$ cat config.mk
export PLATFORM = sky130hd
export DESIGN_NAME = acs_store
export DESIGN_NICKNAME = d
export VERILOG_FILES = /design/src/rtl/acs_pkg.sv /design/src/rtl/acs_shift.sv /design/src/rtl/acs_round.sv /design/src/rtl/acs_sat.sv /design/src/rtl/acs_addr.sv /design/src/rtl/acs_store.sv
export SDC_FILE = /design/constraint.sdc
export NUM_CORES = 1
export LEC_CHECK = 0
export BUFFER_PORTS_ARGS = -buffer_cell sky130_fd_sc_hd__buf_2
export CAP_MARGIN = 15
export CORE_ASPECT_RATIO = 0.75
export CORE_MARGIN = 2
export CORE_UTILIZATION = 23
export DETAILED_ROUTE_END_ITERATION = 7
export PLACE_DENSITY_LB_ADDON = 0.12
export SYNTH_ARGS = -nofsm -noshare
export SYNTH_HDL_FRONTEND = slang
export SYNTH_SLANG_ARGS = --single-unit
$ cat constraint.sdc
create_clock -name clk -period 2.2 [get_ports clk]
set_input_delay 0.11 -clock clk [delete_from_list [all_inputs] [get_ports clk]]
set_output_delay 0.11 -clock clk [all_outputs]
set_load 0.02 [all_outputs]
$ cat src/rtl/acs_pkg.sv
package acs_pkg;
  localparam int ACC_W   = 40;
  localparam int DATA_W  = 16;
  localparam int FRAC_W  = 16;
  localparam int SHIFT_W = 4;
  localparam int PTR_W   = 16;
  localparam int STEP    = 2;

  typedef enum logic [2:0] {
    AM_REG     = 3'd0,
    AM_IND     = 3'd1,
    AM_POSTINC = 3'd2,
    AM_POSTDEC = 3'd3,
    AM_PREINC  = 3'd4,
    AM_PREDEC  = 3'd5
  } addr_mode_e;
endpackage

$ cat src/rtl/acs_shift.sv
module acs_shift #(
  parameter int ACC_W   = 40,
  parameter int SHIFT_W = 4,
  localparam int EXT_W  = ACC_W + (1 << (SHIFT_W - 1))
) (
  input  logic [ACC_W-1:0]   acc_i,
  input  logic [SHIFT_W-1:0] shift_i,
  output logic [EXT_W-1:0]   shifted_o
);
  logic signed [EXT_W-1:0] ext;
  logic [SHIFT_W-1:0]      mag;

  always_comb begin
    ext = signed'({{(EXT_W-ACC_W){acc_i[ACC_W-1]}}, acc_i});
    mag = (~shift_i) + 1'b1;
    if (shift_i[SHIFT_W-1]) begin
      shifted_o = ext << mag;
    end else begin
      shifted_o = ext >>> shift_i;
    end
  end
endmodule

$ cat src/rtl/acs_round.sv
module acs_round #(
  parameter int IN_W   = 48,
  parameter int FRAC_W = 16,
  localparam int OUT_W = IN_W + 1
) (
  input  logic [IN_W-1:0]  val_i,
  input  logic             round_i,
  input  logic             conv_i,
  output logic [OUT_W-1:0] val_o
);
  localparam logic [FRAC_W-1:0] HALF = {1'b1, {(FRAC_W-1){1'b0}}};

  logic             tie;
  logic             bump;
  logic [OUT_W-1:0] wide;
  logic [OUT_W-1:0] inc;

  always_comb begin
    tie  = (val_i[FRAC_W-1:0] == HALF);
    bump = round_i & val_i[FRAC_W-1] & (conv_i | ~tie | val_i[FRAC_W]);
    wide = {val_i[IN_W-1], val_i};
    inc  = '0;
    inc[FRAC_W] = bump;
    val_o = wide + inc;
  end
endmodule

$ cat src/rtl/acs_sat.sv
module acs_sat #(
  parameter int IN_W   = 49,
  parameter int FRAC_W = 16,
  parameter int DATA_W = 16,
  localparam int TOP   = FRAC_W + DATA_W - 1
) (
  input  logic [IN_W-1:0]   val_i,
  input  logic              sat_i,
  output logic [DATA_W-1:0] word_o
);
  localparam logic [DATA_W-1:0] POS_LIM = {1'b0, {(DATA_W-1){1'b1}}};
  localparam logic [DATA_W-1:0] NEG_LIM = {1'b1, {(DATA_W-1){1'b0}}};

  logic [IN_W-1-TOP:0] upper;
  logic                fits;

  always_comb begin
    upper = val_i[IN_W-1:TOP];
    fits  = (&upper) | ~(|upper);
    if (sat_i && !fits) begin
      word_o = val_i[IN_W-1] ? NEG_LIM : POS_LIM;
    end else begin
      word_o = val_i[TOP:FRAC_W];
    end
  end
endmodule

$ cat src/rtl/acs_addr.sv
module acs_addr
  import acs_pkg::*;
#(
  parameter int PTR_W = 16,
  parameter int STEP  = 2
) (
  input  logic [2:0]       mode_i,
  input  logic [PTR_W-1:0] ptr_i,
  output logic [PTR_W-1:0] addr_o,
  output logic [PTR_W-1:0] ptr_o,
  output logic             mem_we_o,
  output logic             reg_we_o,
  output logic             ptr_we_o
);
  localparam logic [PTR_W-1:0] STEP_V = PTR_W'(STEP);

  logic [PTR_W-1:0] up;
  logic [PTR_W-1:0] dn;

  always_comb begin
    up       = ptr_i + STEP_V;
    dn       = ptr_i - STEP_V;
    addr_o   = ptr_i;
    ptr_o    = ptr_i;
    mem_we_o = 1'b0;
    reg_we_o = 1'b0;
    ptr_we_o = 1'b0;
    case (mode_i)
      AM_REG:     reg_we_o = 1'b1;
      AM_IND:     mem_we_o = 1'b1;
      AM_POSTINC: begin mem_we_o = 1'b1; ptr_o = up; ptr_we_o = 1'b1; end
      AM_POSTDEC: begin mem_we_o = 1'b1; ptr_o = dn; ptr_we_o = 1'b1; end
      AM_PREINC:  begin mem_we_o = 1'b1; ptr_o = up; addr_o = up; ptr_we_o = 1'b1; end
      AM_PREDEC:  begin mem_we_o = 1'b1; ptr_o = dn; addr_o = dn; ptr_we_o = 1'b1; end
      default:    ;
    endcase
  end
endmodule

$ cat src/rtl/acs_store.sv
module acs_store
  import acs_pkg::*;
#(
  parameter int P_ACC_W   = ACC_W,
  parameter int P_DATA_W  = DATA_W,
  parameter int P_FRAC_W  = FRAC_W,
  parameter int P_SHIFT_W = SHIFT_W,
  parameter int P_PTR_W   = PTR_W,
  parameter int P_STEP    = STEP
) (
  input  logic                  clk,
  input  logic                  rst_n,
  input  logic                  req_i,
  input  logic [P_ACC_W-1:0]    acc_i,
  input  logic [P_SHIFT_W-1:0]  shift_i,
  input  logic                  round_i,
  input  logic                  conv_i,
  input  logic                  sat_i,
  input  logic [2:0]            mode_i,
  input  logic [P_PTR_W-1:0]    ptr_i,
  output logic [P_DATA_W-1:0]   wr_data_o,
  output logic [P_PTR_W-1:0]    wr_addr_o,
  output logic                  mem_we_o,
  output logic                  reg_we_o,
  output logic [P_PTR_W-1:0]    ptr_o,
  output logic                  ptr_we_o
);
  localparam int EXT_W = P_ACC_W + (1 << (P_SHIFT_W - 1));
  localparam int RND_W = EXT_W + 1;

  logic [1:0] rst_sync_q;
  logic       rst_sync_n;

  always_ff @(posedge clk or negedge rst_n) begin
    if (!rst_n) rst_sync_q <= 2'b00;
    else        rst_sync_q <= {rst_sync_q[0], 1'b1};
  end
  assign rst_sync_n = rst_sync_q[1] & rst_n;

  logic [EXT_W-1:0]    shifted;
  logic [RND_W-1:0]    rounded;
  logic [P_DATA_W-1:0] word;
  logic [P_PTR_W-1:0]  addr_c, ptr_c;
  logic                mem_we_c, reg_we_c, ptr_we_c;

  acs_shift #(.ACC_W(P_ACC_W), .SHIFT_W(P_SHIFT_W)) u_shift (
    .acc_i(acc_i), .shift_i(shift_i), .shifted_o(shifted)
  );

  acs_round #(.IN_W(EXT_W), .FRAC_W(P_FRAC_W)) u_round (
    .val_i(shifted), .round_i(round_i), .conv_i(conv_i), .val_o(rounded)
  );

  acs_sat #(.IN_W(RND_W), .FRAC_W(P_FRAC_W), .DATA_W(P_DATA_W)) u_sat (
    .val_i(rounded), .sat_i(sat_i), .word_o(word)
  );

  acs_addr #(.PTR_W(P_PTR_W), .STEP(P_STEP)) u_addr (
    .mode_i(mode_i), .ptr_i(ptr_i), .addr_o(addr_c), .ptr_o(ptr_c),
    .mem_we_o(mem_we_c), .reg_we_o(reg_we_c), .ptr_we_o(ptr_we_c)
  );

  logic [P_DATA_W-1:0] data_d;
  logic [P_PTR_W-1:0]  addr_d, ptr_d;
  logic                mem_we_d, reg_we_d, ptr_we_d;

  always_comb begin
    data_d   = wr_data_o;
    addr_d   = wr_addr_o;
    ptr_d    = ptr_o;
    mem_we_d = 1'b0;
    reg_we_d = 1'b0;
    ptr_we_d = 1'b0;
    if (req_i) begin
      data_d   = word;
      addr_d   = addr_c;
      ptr_d    = ptr_c;
      mem_we_d = mem_we_c;
      reg_we_d = reg_we_c;
      ptr_we_d = ptr_we_c;
    end
  end

  always_ff @(posedge clk or negedge rst_sync_n) begin
    if (!rst_sync_n) begin
      wr_data_o <= '0;
      wr_addr_o <= '0;
      ptr_o     <= '0;
      mem_we_o  <= 1'b0;
      reg_we_o  <= 1'b0;
      ptr_we_o  <= 1'b0;
    end else begin
      wr_data_o <= data_d;
      wr_addr_o <= addr_d;
      ptr_o     <= ptr_d;
      mem_we_o  <= mem_we_d;
      reg_we_o  <= reg_we_d;
      ptr_we_o  <= ptr_we_d;
    end
  end
endmodule

# After elaboration in Yosys (flattened, before gate mapping)
# Cells that the tools add are included.
op_classes:
  mux: 11
  add_sub_neg: 4
  shifts: 2
  bitwise: 9
  n_reduce_logical: 9
  n_eq_ne: 6
op_table:
  columns: ["cell", "n"]
  rows:
  - ["$pmux 16 s2", 2]
  - ["$add 48x18->49", 1]
  - ["$mux 48", 1]
  - ["$shl 48x4->48", 1]
  - ["$sshr 40x4->48", 1]
  - ["$mux 16", 2]
  - ["$reduce_and 18->1", 1]
  - ["$reduce_or 18->1", 1]
  - ["$add 16x2->16 const B", 1]
  - ["$eq 16x16->1 const B", 1]
  - ["$sub 16x2->16 const B", 1]
  - ["$eq 3x2->1 const B", 2]
  - ["$eq 3x3->1 const B", 2]
  - ["$mux 1", 6]
  - ["$reduce_or 5->1", 1]
  - ["$add 4x1->4 const B", 1]
  - ["$not 4->4", 1]
  - ["$reduce_or 2->1", 2]
  - ["$reduce_or 4->1", 1]
  - ["$and 1x1->1", 3]
  - ["$eq 3x1->1 const B", 1]
  - ["$logic_not 3->1", 1]
  - ["$or 1x1->1", 3]
  - ["$not 1->1", 2]
  - ["other kinds (2)", 2]
totals:
  inputBits: 69
  elab_cells: 48
  output_inout_bits: 51
  register_bits: 53

# Logic depth before layout (Yosys ltp)
# Gate-level depths: netlist of the first run.
logic_depth:
  depth_word: 16
  mapped_depth: 25

# By module
# Synthesis of the first run repeated with hierarchy kept, for this count alone.
hier_totals:
  hier_cells: 830
  area_unflattened_um2: 7991.4
modules_own_cells:
  columns: ["module", "area_per_inst_um2", "seq_area_each_um2", "cells_each", "instances"]
  rows:
  - ["acs_shift", 3933.8, 0.0, 453, 1]
  - ["acs_store", 2174.6, 1326.3, 112, 1]
  - ["acs_addr", 810.8, 0.0, 120, 1]
  - ["acs_round", 808.3, 0.0, 112, 1]
  - ["acs_sat", 264.0, 0.0, 33, 1]

# Least setup slack after synthesis of the first run
# OpenSTA, ideal clock, no wires.
synth_timing:
  kind: "input to register"
  from: "input port shift_i[1]"
  to: "register wr_data_o[10]"
  path_stages: 23
  setup_ns: 0.142
  n_path_buf: 7
  path_slack_ns: -2.800
  required_ns: 2.058
  arrival_ns: 4.858
  cell_sequence: "buf_2 > buf_4 > buf_6 > buf_4 > inv_1 > ha_1 > buf_4 > xnor2_2 > mux4_2 > o22ai_2 > a21oi_1 > nor2_1 > ha_1 > nor4b_4 > nand2_1 > buf_2 > nor4b_2 > o22ai_1 > or4_4 > nor4b_4 > or3_4 > buf_6 > o221ai_2"
synth_between:
  elab_chain_cells: 16
  elab_cells_between_ends: 20
synth_lines:
  columns: ["element", "line_no", "text"]
  rows:
  - ["from (decl)", "acs_store.sv:15", "input logic [P_SHIFT_W-1:0] shift_i,"]
  - ["$not 4->4", "acs_shift.sv:15", "mag = (~shift_i) + 1'b1;"]
  - ["$add 4x1->4", "acs_shift.sv:15", null]
  - ["$shl 48x4->48", "acs_shift.sv:17", "shifted_o = ext << mag;"]
  - ["$mux 48 *", "acs_shift.sv:16", "if (shift_i[SHIFT_W-1]) begin"]
  - ["$eq 16x16->1", "acs_round.sv:19", "tie = (val_i[FRAC_W-1:0] == HALF);"]
  - ["$not 1->1", "acs_round.sv:20", "bump = round_i & val_i[FRAC_W-1] & (conv_i | ~tie | val_i[FRAC_W]);"]
  - ["$or 1x1->1 (2 in series)", "acs_round.sv:20", null]
  - ["$and 1x1->1", "acs_round.sv:20", null]
  - ["$add 48x18->49 *", "acs_round.sv:24", "val_o = wide + inc;"]
  - ["$reduce_or 18->1", "acs_sat.sv:19", "fits = (&upper) | ~(|upper);"]
  - ["$not 1->1", "acs_sat.sv:19", null]
  - ["$or 1x1->1", "acs_sat.sv:19", null]
  - ["$logic_not 1->1", "acs_sat.sv:20", "if (sat_i && !fits) begin"]
  - ["$logic_and 1x1->1", "acs_sat.sv:20", null]
  - ["$mux 16 *", "acs_sat.sv:20", null]
  - ["to (signal assigned)", "acs_store.sv:93", "wr_data_o <= data_d;"]
  - ["to (decl)", "acs_store.sv:21", "output logic [P_DATA_W-1:0] wr_data_o,"]
# Mark *: on every way between the ends. The rest lies on a longest branch, timed or not.
# A chain may end at the register's enable or synchronous reset.

# Worst setup path in the final report of the first run
layout_timing:
  from: "input port shift_i[0]"
  to: "register wr_data_o[13]"
# Same word-level chain as after synthesis.

==> results.json, run 1 <==
{
  "path_class": "input pin to flip-flop",
  "crit_cells": 18,
  "ir_drop_mv": 0.2838,
  "netlist_instances": 885,
  "drt_wl_total_um": 33850,
  "crit_chain": "buf_8, inv_4, ha_4, xnor2_4, mux4_2, o22ai_4, a21oi_2, nor2_1, ha_2, nor4b_4, nand3_2, or3_4, o211a_1, o22ai_2, nor4b_4, buf_6, or3_2, o221ai_2",
  "netSwitchingFraction_pct": 37.99,
  "hold_violations": 0,
  "die-area_um2": 35630,
  "final_cell_mix": "277 x buf_4, 116 x buf_2, 92 x nor2_1",
  "syn_nets": 958,
  "worstPathArrival_ps": 4160,
  "vias": 8551,
  "ff_latch_area_um2": 1301,
  "leakagePower_nw": 4.997,
  "worst_slack_ps": -1735,
  "yosys_warnings": 0,
  "area_growth_pct": 47.81,
  "critPathBufInv": 3,
  "die_h_um": 164.0,
  "start_kind": "input pin",
  "clock_latency_ps": 300,
  "violations": "negative setup slack",
  "die_w_um": 217.3,
  "pwr-share-clk_pct": 22.2,
  "dpl.hpwl_um": 27520,
  "cts_made_buffers": 5,
  "track_usage_pct": 18.81,
  "first_global_vias": 8224,
  "worst_path_largest_cell_delay_ps": 600,
  "synth_ff_type": "dfrtp_1",
  "drv_cap": 0,
  "clock-sinks": 52,
  "drcViolationCount": 0,
  "pwr-share-seq_pct": 21.9,
  "crit_slowest_cell": "or3_2",
  "htreeDepth": 2,
  "grt_remaining_overflow": 0,
  "drive_above_1_share_pct": 48.59,
  "fin_skew_ps": 1.595,
  "cp_top_family": "simple AND/OR/NAND/NOR gates",
  "num-nets-final": 1315,
  "synth_seq_cells": 52,
  "max_freq_ghz": 0.2541,
  "slew_headroom_pct": 57.39,
  "synthArstFlopShare_pct": 100.0,
  "p_sw_mw": 1.955,
  "powerDensity_nw_per_um2": 443.5,
  "min_period_ps": 3935,
  "num-fill-cells": 3523,
  "layout_commonest_cell": "buf_4",
  "clockBufferDepth": 2,
  "antenna_found_initial": 0,
  "fin_util_pct": 34.53,
  "p_int_mw": 3.191,
  "preCtsSetupSlack_ps": -2150,
  "setup_viol": 16,
  "drtPass1Iterations": 5,
  "multiInputGateArea_um2": 6269,
  "ys_types": 103,
  "viasPerCell": 5.048,
  "hp-class": "input pin to flip-flop",
  "worstPathRequired_ps": 2420,
  "synth.avg_cell_area_um2": 8.869,
  "cts.root.buffer_cell": "clkbuf_16",
  "cpMostUsedCell": "nor4b_4",
  "synth_edf_count": 0,
  "rsz0062_at_grt": "yes",
  "power_mw": 5.145,
  "cts_tree": "built",
  "start_util_pct": 23.36,
  "ios": 120,
  "antenna_left": 0,
  "drt_iter0_drc": 663,
  "hold_path_depth": 2,
  "synth-seq-area-share_pct": 16.58,
  "portBuffers": 119,
  "crit_fanout": 6,
  "wl_per_cell_um": 19.98,
  "tightest_slew_ps": 639.2,
  "place_congestion": 0.8767,
  "design.core.area_um2": 33600,
  "grt_first_pass_wirelength_um": 51550,
  "synthesis.area_um2": 7849,
  "end_kind": "flip-flop",
  "combPwrFrac_pct": 55.9,
  "rows": 58,
  "period_share_pct": 178.9,
  "grt_max_degree": 47,
  "maxSlewViolCount": 0,
  "status": "finished, violations left",
  "clk_pin_slew_ps": 70,
  "r2r.worst_path.cells": 2
}
==> registers in the layout (all words and copies together), names as in the netlist <==
| signal | flops |
|---|---|
| mem_we_o | 1 |
| rst_sync_q | 2 |
| wr_addr_o | 16 |
| ptr_o | 15 |
| ptr_we_o | 1 |
| reg_we_o | 1 |
| wr_data_o | 16 |
==> final timing paths <==
kind | slack (ps) | startpoint | endpoint
setup / recovery | -1730 | shift_i[0] | wr_data_o[13]
hold / removal | 50 | ptr_i[0] | wr_addr_o[0]
setup reg to reg | 1230 | rst_sync_q[1] | wr_addr_o[13]
hold reg to reg | 360 | rst_sync_q[0] | rst_sync_q[1]
max in group asynchronous | 1090 | rst_n | wr_addr_o[13]
min in group asynchronous | 130 | rst_n | rst_sync_q[0]
==> per-stage QoR <==
step	hold WS, ps	std cells	cell area (um^2)	setup TNS [ps]
after global placement	-100.6	1665	10860	-34750
after floorplan	-185.6	885	7949	-36640
after global routing	45.77	1693	11600	-30160
after detailed placement	-99.63	1665	10860	-34900
after CTS	45.88	1688	11450	-27280
final	47.77	1694	11600	-27270
==> routing by layer <==
metal,vias to the layer above,wire length (um),GRT usage [%]
li1,4106,-,-
met1,4239,18060,29.78
met2,193,14290,28.30
met3,13,1365,1.870
met4,0,136,1.121
met5,-,0,0
==> power by group through the flow <==
stage               Sequential [mW]  Combinational, mW  Clock [mW]
global placement               1.15               2.77           0
detailed placement             1.15               2.75           0
CTS                            1.13               2.84        1.17
global route                   1.14               3.08        1.21
floorplan                      1.27               1.38           0
finish                         1.13               2.88        1.14
==> cell families after synthesis <==
logic type	count (synthesis)	synth area share [%]
AO/OA/AOI/OAI	202	20.98
other	1	0.04778
multiplexers	154	26.67
AND/OR/NAND/NOR	318	21.71
adder cells (fa/ha/maj)	4	0.6377
buffers and inverters	100	7.158
XOR/XNOR	54	6.217
flip-flops	52	16.58
==> cells in the mapped netlist, drive strengths merged (5+ instances only) <==
library cell / n / area share (%)
nand2b: 12 / 0.96
mux2: 51 / 7.3
nand2: 64 / 3.2
o221ai: 16 / 2.7
and2: 13 / 1.0
o31ai: 5 / 0.65
a22oi: 6 / 0.57
a2111oi: 14 / 2.4
nor2b: 12 / 0.96
nor3b: 6 / 0.64
mux2i: 64 / 8.2
nor2: 95 / 4.6
a211o: 7 / 0.78
and3: 9 / 0.72
xor2: 19 / 2.2
a31oi: 11 / 0.88
or3: 9 / 0.78
o21ai: 19 / 1.2
a21boi: 5 / 0.48
o22ai: 17 / 1.4
inv: 25 / 1.2
or2: 6 / 0.48
nor3: 26 / 1.8
a21oi: 41 / 2.7
buf: 46 / 4.6
dfrtp: 52 / 17
nor4b: 11 / 1.8
a211oi: 5 / 0.48
nor4: 11 / 1.1
mux4: 39 / 11
xnor2: 35 / 4.0
clkbuf: 27 / 1.3
o2111ai: 5 / 0.56
nand3: 28 / 1.8
==> area by class of cell <==
cell class / instances / area share (%)
multi-input combinational: 735 / 54.03
timing repair buffer: 421 / 27.04
tap: 450 / 4.853
sequential: 52 / 11.22
inverter: 27 / 0.9815
clock buffer: 5 / 1.079
antenna: 1 / 0.02157
clock inverter: 3 / 0.7765
==> timing repair <==
item,CTS,global route
pin swaps,18,19
endpoints found under the setup margin,16,18
buffers inserted,11,5
endpoints found under the hold margin,2,0
cloned,4,0
gates resized for setup,41,20
hold buffers,1,0
(Power assumes the default switching activity.)
==> inputs of run 2 (changes only) <==
CELL_PAD_IN_SITES_DETAIL_PLACEMENT = 0   (was not set)
CELL_PAD_IN_SITES_GLOBAL_PLACEMENT = 2   (was not set)
RECOVER_POWER = 100   (was not set)
==> run 2 against run 1 <==
Net effect: the run still ends with negative setup slack left; critical endpoint is now wr_data_o[10]; clock power down 29%; hold slack better by 0.62 ps; highest routed layer unchanged; sequential share of layout area hardly changed; critical path depth grew 2; clock-buffer cell count is 2 higher; routed wire length increased by 5.1%; clock skew rose by 5.0 ps; sequential cell count did not move; global-route usage grew 1.1 points; register-to-register slack got worse by 560 ps; cell area about the same.
==> results.json, run 2 (same netlist as run 1, synthesis figures left out) <==
{
  "status": "finished, violations left",
  "violations": "negative setup slack",
  "worstPathRequired_ps": 2400,
  "crit_chain": "buf_12, buf_4, or4b_4, buf_8, a221oi_2, nand3_1, o2111a_2, buf_6, nor4b_4, nand3_2, buf_6, nor4b_4, xnor2_1, or4_4, nor4b_4, buf_6, o31ai_4, buf_6, buf_6, o221ai_4",
  "grt_max_degree": 73,
  "tightest_slew_ps": 1315,
  "fin_skew_ps": 6.599,
  "start_util_pct": 23.36,
  "viasPerCell": 5.001,
  "cts_tree": "built",
  "diodes": 0,
  "highest_layer": "met4",
  "r2r_start": "rst_sync_q[1]",
  "rows": 58,
  "num-nets-final": 1347,
  "final_cell_mix": "309 x buf_4, 93 x nor2_1, 63 x mux2i_1, 63 x nand2_1, 63 x buf_2",
  "grt_remaining_overflow": 0,
  "drive_above_1_share_pct": 45.73,
  "end_kind": "flip-flop",
  "maxSlewViolCount": 0,
  "setup_tns_ps": -27450,
  "htreeDepth": 2,
  "critPathBufInv": 8,
  "grt_first_pass_wirelength_um": 54160,
  "clock-sinks": 52,
  "cpMostUsedCell": "buf_6",
  "power_mw": 4.843,
  "cts.root.buffer_cell": "clkbuf_16",
  "ir_drop_mv": 0.2742,
  "postLayoutCellArea_um2": 11600,
  "leakagePower_nw": 4.864,
  "hold_violations": 0,
  "clock_latency_ps": 290,
  "antenna_left": 0,
  "crit_slowest_cell": "or4_4",
  "ios": 120,
  "routedLengthMet1_um": 19100,
  "area_growth_pct": 47.84,
  "num-fill-cells": 3635,
  "met3WireLength_um": 1581,
  "cp-startpoint": "shift_i[0]",
  "hp-class": "input pin to flip-flop",
  "cp_top_family": "simple AND/OR/NAND/NOR gates",
  "antenna_found_initial": 0,
  "powerDensity_nw_per_um2": 417.4,
  "track_usage_pct": 19.90,
  "fin_util_pct": 34.53,
  "place_congestion": 0.9085,
  "preCtsSetupSlack_ps": -2220,
  "worstPathArrival_ps": 4170,
  "die_w_um": 217.3,
  "slew_headroom_pct": 12.31,
  "path_class": "input pin to flip-flop",
  "drt_wl_total_um": 35570,
  "setup_viol": 16,
  "period_share_pct": 180.5,
  "clk_pin_slew_ps": 70,
  "min_period_ps": 3971,
  "hold_start": "ptr_i[0]",
  "max_freq_ghz": 0.2518,
  "cts_made_buffers": 5,
  "post_dp_cell_area_um2": 11070,
  "rsz0062_at_grt": "yes",
  "layout_commonest_cell": "buf_4",
  "wl_met2_um": 14690,
  "drt_iter0_drc": 543,
  "drtPass1Iterations": 5,
  "drcViolationCount": 0,
  "dpl.hpwl_um": 29140,
  "drv_cap": 0,
  "design.core.area_um2": 33600,
  "whs_ps": 48.39,
  "clockBufferDepth": 2,
  "die_h_um": 164.0,
  "largest_registers": "wr_addr_o (16), wr_data_o (16), ptr_o (15)",
  "portBuffers": 119,
  "worst_path_largest_cell_delay_ps": 530,
  "first_global_vias": 8535,
  "die-area_um2": 35630,
  "final_cell_count_no_fill": 1725,
  "dpl.cell_count": 1696,
  "worst_slack_ps": -1771,
  "start_kind": "input pin",
  "vias": 8626,
  "wl_per_cell_um": 20.62,
  "crit_fanout": 6
}
==> run 2: cell count changes in the layout (fill, tap and decap cells not counted), moves of 4 or more <==
cell / before / now
nor3b_2: 4 / 0
buf_4: 277 / 309
buf_2: 116 / 63
clkbuf_1: 0 / 56
==> run 2: layout make-up <==
class | instances | area, um^2 | share of cell area, %
Clock inverter | 1 | 7.507 | 0.06470
Multi-Input combinational cell | 735 | 6245 | 53.82
Timing Repair Buffer | 453 | 3231 | 27.84
Tap cell | 450 | 563.0 | 4.852
Inverter | 27 | 113.9 | 0.9812
Clock buffer | 7 | 142.6 | 1.229
Sequential cell | 52 | 1301 | 11.21
==> run 2: worst register-to-register path, stage by stage, from the launching register on <==
cell	delay (ps)
dfrtp_1	320
and2_2	120
clkbuf_2	960
==> run 2: power breakdown <==
part           total (mW)  switching, mW  internal [mW]
clock network       0.813          0.358          0.455
registers            1.13         0.0614           1.06
logic                2.90           1.55           1.36
total                4.84           1.97           2.88
==> run 2: what timing repair did <==
item | in CTS | in global routing
setup endpoints to repair | 16 | 19
hold endpoints to repair | 2 | 0
setup buffers | 14 | 4
hold buffers | 1 | 0
pin swaps | 24 | 13
resized for setup | 40 | 25
gates cloned | 2 | 0
==> run 2: worst paths after layout <==
| path | to | slack [ps] | cells after the start |
|---|---|---|---|
| max | wr_data_o[10] | -1770 | 20 |
| min | wr_addr_o[0] | 50 | 2 |
| max reg2reg | wr_data_o[4] | 670 | 2 |
| min reg2reg | rst_sync_q[1] | 350 | 0 |
| max in group asynchronous | wr_data_o[4] | 440 | 4 |
| min in group asynchronous | rst_sync_q[0] | 150 | 2 |
==> run 2: routing by layer <==
metal | up-vias | track usage (%)
met1 | 4250 | 31.62
li1 | 4168 | -
met5 | - | 0
met3 | 14 | 2.685
met2 | 194 | 29.15
met4 | 0 | 1.432
